===== config.mk =====
export PLATFORM = sky130hd
export DESIGN_NAME = xip_flash_seq
export DESIGN_NICKNAME = d
export VERILOG_FILES = /design/src/rtl/xfs_pkg.sv /design/src/rtl/xfs_ctrl.sv /design/src/rtl/xfs_pads.sv /design/src/rtl/xfs_byte_rev.sv /design/src/rtl/xip_flash_seq.sv
export SDC_FILE = /design/constraint.sdc
export NUM_CORES = 1
export LEC_CHECK = 0
export CORE_MARGIN = 2
export CORE_UTILIZATION = 38
export CTS_BUF_LIST = sky130_fd_sc_hd__clkbuf_4 sky130_fd_sc_hd__clkbuf_8 sky130_fd_sc_hd__clkbuf_16
export DETAILED_ROUTE_END_ITERATION = 6
export PLACE_DENSITY = 0.69
export SLEW_MARGIN = 15
export SYNTH_ARGS = -nofsm -noshare
export SYNTH_HDL_FRONTEND = slang
export SYNTH_SLANG_ARGS = --single-unit

===== constraint.sdc =====
create_clock -name clk -period 2.6 [get_ports clk]
set_input_delay 0.52 -clock clk [delete_from_list [all_inputs] [get_ports clk]]
set_output_delay 0.52 -clock clk [all_outputs]
set_load 0.1 [all_outputs]

===== src/rtl/xfs_pkg.sv =====
package xfs_pkg;

    localparam int WORD_W = 32;
    localparam int BYTE_W = 8;

    localparam logic [7:0] CMD_UNLOCK  = 8'h06;
    localparam logic [7:0] CMD_CFG_WR  = 8'h08;
    localparam logic [7:0] CMD_DIO_RD  = 8'hBB;

    typedef enum logic [3:0] {
        ST_BOOT,
        ST_UNLOCK,
        ST_GAP,
        ST_CFG,
        ST_IDLE,
        ST_CMD,
        ST_ADDR,
        ST_DUMMY,
        ST_DATA
    } xfs_state_e;

    function automatic logic in_frame(xfs_state_e s);
        return (s == ST_UNLOCK) || (s == ST_CFG) || (s == ST_CMD) ||
               (s == ST_ADDR) || (s == ST_DUMMY) || (s == ST_DATA);
    endfunction

endpackage


===== src/rtl/xfs_ctrl.sv =====
module xfs_ctrl
    import xfs_pkg::*;
#(
    parameter int AW    = 20,
    parameter int DUMMY = 4
) (
    input  logic                clk,
    input  logic                rst_n,
    input  logic                rd_stb,
    input  logic [AW-1:0]       rd_word_addr,
    input  logic [1:0]          pin_in,
    output xfs_state_e          state,
    output logic [1:0]          shift_top,
    output logic [WORD_W-1:0]   raw_word,
    output logic                busy
);

    localparam int ABITS   = AW + 4;
    localparam int ACLK    = ABITS / 2;
    localparam int SW      = (ABITS > 16) ? ABITS : 16;
    localparam int DCLK    = WORD_W / 2;
    localparam int MAXC    = (DCLK > ACLK) ? DCLK : ACLK;
    localparam int CW      = $clog2(MAXC + 1);
    localparam logic [7:0] CFG_BYTE = {4'(DUMMY), 1'b1, 1'b0, 2'b11};

    typedef struct packed {
        xfs_state_e           st;
        logic [CW-1:0]        cnt;
        logic [SW-1:0]        sh;
        logic [AW-1:0]        addr;
        logic                 pend;
        logic [AW-1:0]        paddr;
        logic                 xip;
        logic [WORD_W-3:0]    rx;
        logic [WORD_W-1:0]    word;
    } regs_t;

    localparam regs_t RST = '{st: ST_BOOT, default: '0};

    regs_t r_q, r_d;

    function automatic logic [SW-1:0] load_byte(logic [7:0] b);
        return SW'(b) << (SW - 8);
    endfunction

    function automatic logic [SW-1:0] load_addr(logic [AW-1:0] a);
        logic [ABITS-1:0] v;
        v = {2'b00, a, 2'b00};
        return SW'(v) << (SW - ABITS);
    endfunction

    always_comb begin
        logic done;
        logic [AW-1:0] sel;
        r_d  = r_q;
        done = (r_q.cnt == '0);
        sel  = r_q.pend ? r_q.paddr : rd_word_addr;
        if (!done) r_d.cnt = r_q.cnt - CW'(1);

        if (r_q.st != ST_IDLE && rd_stb && !r_q.pend) begin
            r_d.pend  = 1'b1;
            r_d.paddr = rd_word_addr;
        end

        case (r_q.st)
            ST_BOOT: begin
                r_d.st  = ST_UNLOCK;
                r_d.cnt = CW'(7);
                r_d.sh  = load_byte(CMD_UNLOCK);
            end
            ST_UNLOCK: begin
                r_d.sh = r_q.sh << 1;
                if (done) r_d.st = ST_GAP;
            end
            ST_GAP: begin
                r_d.st  = ST_CFG;
                r_d.cnt = CW'(15);
                r_d.sh  = SW'({CMD_CFG_WR, CFG_BYTE}) << (SW - 16);
            end
            ST_CFG: begin
                r_d.sh = r_q.sh << 1;
                if (done) r_d.st = ST_IDLE;
            end
            ST_IDLE: begin
                if (r_q.pend || rd_stb) begin
                    r_d.addr = sel;
                    if (r_q.pend) begin
                        r_d.pend = rd_stb;
                        if (rd_stb) r_d.paddr = rd_word_addr;
                    end
                    if (r_q.xip) begin
                        r_d.st  = ST_ADDR;
                        r_d.cnt = CW'(ACLK - 1);
                        r_d.sh  = load_addr(sel);
                    end else begin
                        r_d.st  = ST_CMD;
                        r_d.cnt = CW'(7);
                        r_d.sh  = load_byte(CMD_DIO_RD);
                    end
                end
            end
            ST_CMD: begin
                r_d.sh = r_q.sh << 1;
                if (done) begin
                    r_d.st  = ST_ADDR;
                    r_d.cnt = CW'(ACLK - 1);
                    r_d.sh  = load_addr(r_q.addr);
                end
            end
            ST_ADDR: begin
                r_d.sh = r_q.sh << 2;
                if (done) begin
                    r_d.st  = ST_DUMMY;
                    r_d.cnt = CW'(DUMMY - 1);
                    r_d.sh  = '0;
                end
            end
            ST_DUMMY: begin
                if (done) begin
                    r_d.st  = ST_DATA;
                    r_d.cnt = CW'(DCLK - 1);
                    r_d.xip = 1'b1;
                end
            end
            ST_DATA: begin
                r_d.rx = {r_q.rx[WORD_W-5:0], pin_in};
                if (done) begin
                    r_d.word = {r_q.rx, pin_in};
                    r_d.st   = ST_IDLE;
                end
            end
            default: r_d = RST;
        endcase
    end

    always_ff @(posedge clk or negedge rst_n) begin
        if (!rst_n) r_q <= RST;
        else        r_q <= r_d;
    end

    assign state     = r_q.st;
    assign shift_top = r_q.sh[SW-1 -: 2];
    assign raw_word  = r_q.word;
    assign busy      = (r_q.st != ST_IDLE) || r_q.pend;

endmodule


===== src/rtl/xfs_pads.sv =====
module xfs_pads
    import xfs_pkg::*;
(
    input  logic        clk,
    input  xfs_state_e  state,
    input  logic [1:0]  shift_top,
    output logic        sck,
    output logic        cs_n,
    output logic        io_oe,
    output logic [1:0]  io_o
);

    logic selected;
    logic dual;

    always_comb begin
        selected = in_frame(state);
        dual     = (state == ST_ADDR) || (state == ST_DUMMY) || (state == ST_DATA);
        cs_n     = !selected;
        io_oe    = selected && (state != ST_DATA);
        io_o     = dual ? shift_top : {2{shift_top[1]}};
        sck      = selected && !clk;
    end

endmodule


===== src/rtl/xfs_byte_rev.sv =====
module xfs_byte_rev #(
    parameter int NBYTES = 4,
    parameter int BW     = 8
) (
    input  logic [NBYTES*BW-1:0] din,
    output logic [NBYTES*BW-1:0] dout
);

    for (genvar i = 0; i < NBYTES; i++) begin : g_lane
        assign dout[i*BW +: BW] = din[(NBYTES-1-i)*BW +: BW];
    end

endmodule


===== src/rtl/xip_flash_seq.sv =====
module xip_flash_seq
    import xfs_pkg::*;
#(
    parameter int AW    = 20,
    parameter int DUMMY = 4
) (
    input  logic              clk,
    input  logic              rst_n,
    input  logic              rd_stb,
    input  logic [AW-1:0]     rd_word_addr,
    output logic [WORD_W-1:0] rd_data,
    output logic              rd_busy,
    output logic              spi_sck,
    output logic              spi_cs_n,
    output logic [1:0]        spi_io_o,
    output logic              spi_io_oe,
    input  logic [1:0]        spi_io_i
);

    xfs_state_e        st;
    logic [1:0]        top2;
    logic [WORD_W-1:0] raw;

    xfs_ctrl #(.AW(AW), .DUMMY(DUMMY)) u_ctrl (
        .clk          (clk),
        .rst_n        (rst_n),
        .rd_stb       (rd_stb),
        .rd_word_addr (rd_word_addr),
        .pin_in       (spi_io_i),
        .state        (st),
        .shift_top    (top2),
        .raw_word     (raw),
        .busy         (rd_busy)
    );

    xfs_pads u_pads (
        .clk       (clk),
        .state     (st),
        .shift_top (top2),
        .sck       (spi_sck),
        .cs_n      (spi_cs_n),
        .io_oe     (spi_io_oe),
        .io_o      (spi_io_o)
    );

    xfs_byte_rev #(.NBYTES(WORD_W / BYTE_W), .BW(BYTE_W)) u_rev (
        .din  (raw),
        .dout (rd_data)
    );

endmodule


# Yosys cells after proc, flatten, opt, wreduce, memory -nomap -nowiden
# Cells that the tools add are included.
word_totals:
  in_bits: 25
  word_cells: 82
  reg_bits: 137
classes:
  n_mux: 21
  n_eq_ne: 17
  bitwise_logic: 4
  reduce_logical: 30
  add_sub_neg: 1
ops:
  columns: ["cell", "n"]
  rows:
  - ["24-bit one-hot mux with 7 select lines", 1]
  - ["62-bit one-hot mux with 2 select lines", 1]
  - ["41-bit one-hot mux with 2 select lines", 1]
  - ["74-bit two-way mux", 1]
  - ["33-bit two-way mux", 2]
  - ["21-bit two-way mux", 2]
  - ["20-bit two-way mux", 2]
  - ["5-bit one-hot mux with 7 select lines", 1]
  - ["32-bit two-way mux", 1]
  - ["4-bit one-hot mux with 8 select lines", 1]
  - ["31-bit two-way mux", 1]
  - ["8-bit OR reduction", 3]
  - ["4-bit by 3-bit == test with 1-bit output, second input constant", 4]
  - ["2-bit by 1-bit != test with 1-bit output, second input constant", 7]
  - ["1-bit logical OR", 9]
  - ["9-bit two-way mux", 1]
  - ["4-bit by 2-bit == test with 1-bit output, second input constant", 2]
  - ["4-bit two-way mux", 2]
  - ["2-bit AND reduction", 4]
  - ["6-bit AND reduction", 1]
  - ["2-bit OR reduction", 3]
  - ["5-bit logical NOT", 1]
  - ["5-bit two-way mux", 1]
  - ["5-bit by 1-bit subtractor with 5-bit output, second input constant", 1]
  - ["other kinds (11)", 20]

# Depth between registers and ports, before layout
# Gate-level depths: netlist of the first run.
logic_depth:
  word_depth: 8
  mapped_depth: 8
  depth_no_buf: 6

# Modules after synthesis
# From an unflattened synthesis of the first run, not the netlist that was laid out.
hier_totals:
  hier_cells: 640
  area_unflattened_um2: 7021.7
by_module_without_submodules:
  columns: ["mod", "area_each_um2", "cells_per_inst", "n_inst", "seq_area_each_um2"]
  rows:
  - ["xfs_ctrl", 6693.9, 594, 1, 3403.3]
  - ["xfs_byte_rev", 240.2, 32, 1, 0.0]
  - ["xfs_pads", 87.6, 14, 1, 0.0]

==> metrics.cfg, run 1 <==
[setup_path]
path_max_fanout = 25
crit_type = reg -> out
crit_path_end_kind = output port
startpoint_type = flop
required_ns = 2.08
r2r_cells = 6
arrival_ns = 2.02

[die]
die_area_mm2 = 0.0187
start_util = 0.387
coreArea_mm2 = 0.0172
fp.dieH_um = 137
die_w_um = 137
ioPinCount = 63
rows = 48

[synthesis]
yosys_warnings = 0
synth-async-reset-ratio = 1.00
synth_edf_count = 0
synthCells = 672
ys_seq_area_frac = 0.510
yosys.area_share.simple = 0.128
ys_types = 58
synth-compound-area-share = 0.237
syn-num-nets = 698
synth_flop_cell = dfrtp_1
synthAdderAreaFrac = 0.00187
syn_avg_cell_area_um2 = 9.94
ys_ff_latch = 136
synth_top_family_by_area = compound AO/OA/AOI/OAI gates
muxShareOfSynthArea = 0.0320
synth_area_mm2 = 0.00668
synth-xor-area-share = 0.00393

[drt]
vias = 5333
route.detailed.wl_per_inst_um = 17.3
routed_wl_um = 16500
drc = 0
vias_per_cell = 5.60
antenna_left = 0
firstDrtPassIters = 5
initialDrtViolationCount = 390

[layout]
drive_above_1_share = 0.187
final_cells = 952
final_cell_mix = dfrtp_1 (135), nand2_1 (93), o21ai_0 (73)
antenna_cells = 0
area_delta_synth_final_pct = 23.2
final_common_cell = dfrtp_1
stdcell_area_mm2 = 0.00823
nNetsFinal = 740

[min_path]
hp-class = in -> async

[sta]
post-route-period-util = 0.975
skew_ns = 0.00781
fin_setup_tns_ns = 0
hold_slack_ns = 0.459
max_clock_freq_ghz = 0.394
worst_pin_slew_ns = 0.541
hold_violations = 0
setup_violations = 0
slew_headroom = 0.638
finalMaxSlewViolations = 0
period_minus_slack_ns = 2.54

[place]
gp_congestion = 0.843
post_dp_cell_area_mm2 = 0.00737
port_buffers = 62
post-place-cells = 907
dp_hpwl_um = 10500

[pwr]
cellPowerDensity_mw_per_mm2 = 857
ir_worst_vdd_uv = 515
leakagePower_nw = 3.72

[run_status]
status = completed

[global_route]
grt_pass1_vias = 5116
grtUsageTotal = 0.186
grt_start_max_net_pins = 61
grt_pass1_wl_um = 26800
grt.overflow.total = 0
grt_antenna_before_repair = 0

[clock_tree]
clk_pin_slew_ns = 0.06
tritoncts = yes
clock_latency_ns = 0.54

[job]
cap_violations = 0

[worst paths after layout]
path / start / to / slack [ns]
worst max-delay path: u_ctrl.state[3]$_DFFE_PN0P_ / rd_busy / 0.06
worst min-delay path: rst_n / u_ctrl.r_q[61]$_DFFE_PN0P_ / 0.46
worst max register to register: u_ctrl.r_q[128]$_DFF_PN0_ / u_ctrl.r_q[106]$_DFFE_PN0P_ / 0.33
worst min register to register: u_ctrl.raw_word[26]$_DFFE_PN0P_ / u_ctrl.raw_word[26]$_DFFE_PN0P_ / 0.48
max in group asynchronous: rst_n / u_ctrl.r_q[115]$_DFFE_PN0P_ / 1.53
min in group clk: u_ctrl.raw_word[26]$_DFFE_PN0P_ / u_ctrl.raw_word[26]$_DFFE_PN0P_ / 0.48
[worst max-delay path, stage by stage, from the launching register on]
cell,delay (ns)
dfrtp_2,0.44
buf_12,0.18
nor4b_4,0.41
buf_6,0.18
nand2b_2,0.08
buf_12,0.17
[flip-flops by register name (all words and copies together) (netlist names)]
signal / count
u_ctrl.state: 4
u_ctrl.r_q: 98
u_ctrl.raw_word: 32
u_ctrl.shift_top: 2
[power by group]
part           switching (mW)  total, mW  leakage (nW)  internal (mW)
sequential              0.129       2.43          1.75           2.30
combinational            1.08       1.75          1.64          0.670
clock                    1.18       2.87         0.335           1.70
total                    2.38       7.05          3.72           4.67
[kinds of logic after synthesis]
group,Yosys count
AOI/OAI and AO/OA,223
and+or+nand+nor,171
DFF,136
buffers and inverters,117
muxes,21
xor gates and xnor gates,3
adders and majority gates,1
[through the flow]
stage                      util  total power, mW  setup WS [ns]
after floorplan               -             3.72         0.0946
after global placement    0.428             4.28         -0.406
after detailed placement  0.428             4.29         -0.406
after CTS                 0.470             7.04         0.0334
after global routing      0.478             7.37       -0.00863
final                     0.478             7.05         0.0648
[synthesized netlist by cell type, drive strengths merged, types with 3 or more instances]
cell	count	area [um2]
mux2i	18	180
a21oi	24	124
xor2	3	26.3
a211o	8	70.1
nor2b	4	25.0
clkbuf	30	113
a22o	25	219
and2	5	31.3
o22ai	6	37.5
mux2	3	33.8
buf	51	342
or2	3	18.8
or4b	3	33.8
a221o	30	300
nand3	7	35.0
a21o	3	22.5
o211ai	5	37.5
nand4	9	56.3
nand2b	7	43.8
inv	35	131
nand2	93	349
o21ai	77	385
nor4b	3	56.3
o2bb2ai	23	201
nor2	15	56.3
nor3	9	45.0
o221ai	3	26.3
dfrtp	136	3400
nor4	7	43.8
[area by class of cell]
class | instances | area [um2]
inverters | 36 | 135
clock inverters | 14 | 161
flip-flops and latches | 136 | 3400
repair buffers | 100 | 955
fillers | 1567 | 9000
multi-input cells | 419 | 2770
clock buffers | 22 | 522
well taps | 225 | 282
[repair_timing]
action                                 CTS  global route
pin swaps                                0             1
buffers inserted                         0             7
gates cloned                             0             1
setup endpoints to repair                4             2
endpoints found under the hold margin   36             0
resized for setup                       15             6
hold buffers                             1             0
[per-layer routing]
layer | GRT usage | vias to the layer above | wire length [um]
met3 | 0.0519 | 23 | 1040
met5 | 0 | - | 0
met4 | 0.0758 | 0 | 284
met1 | 0.263 | 2612 | 7650
met2 | 0.269 | 193 | 7500
li1 | - | 2505 | -
(Power assumes the default switching activity.)
==> run 2: changes to the inputs <==
Settings changed: ABC_CLOCK_PERIOD_IN_PS from default to 2600.
==> results of run 2 <==
Final layout, timing and power as in run 1 (identical DEF).
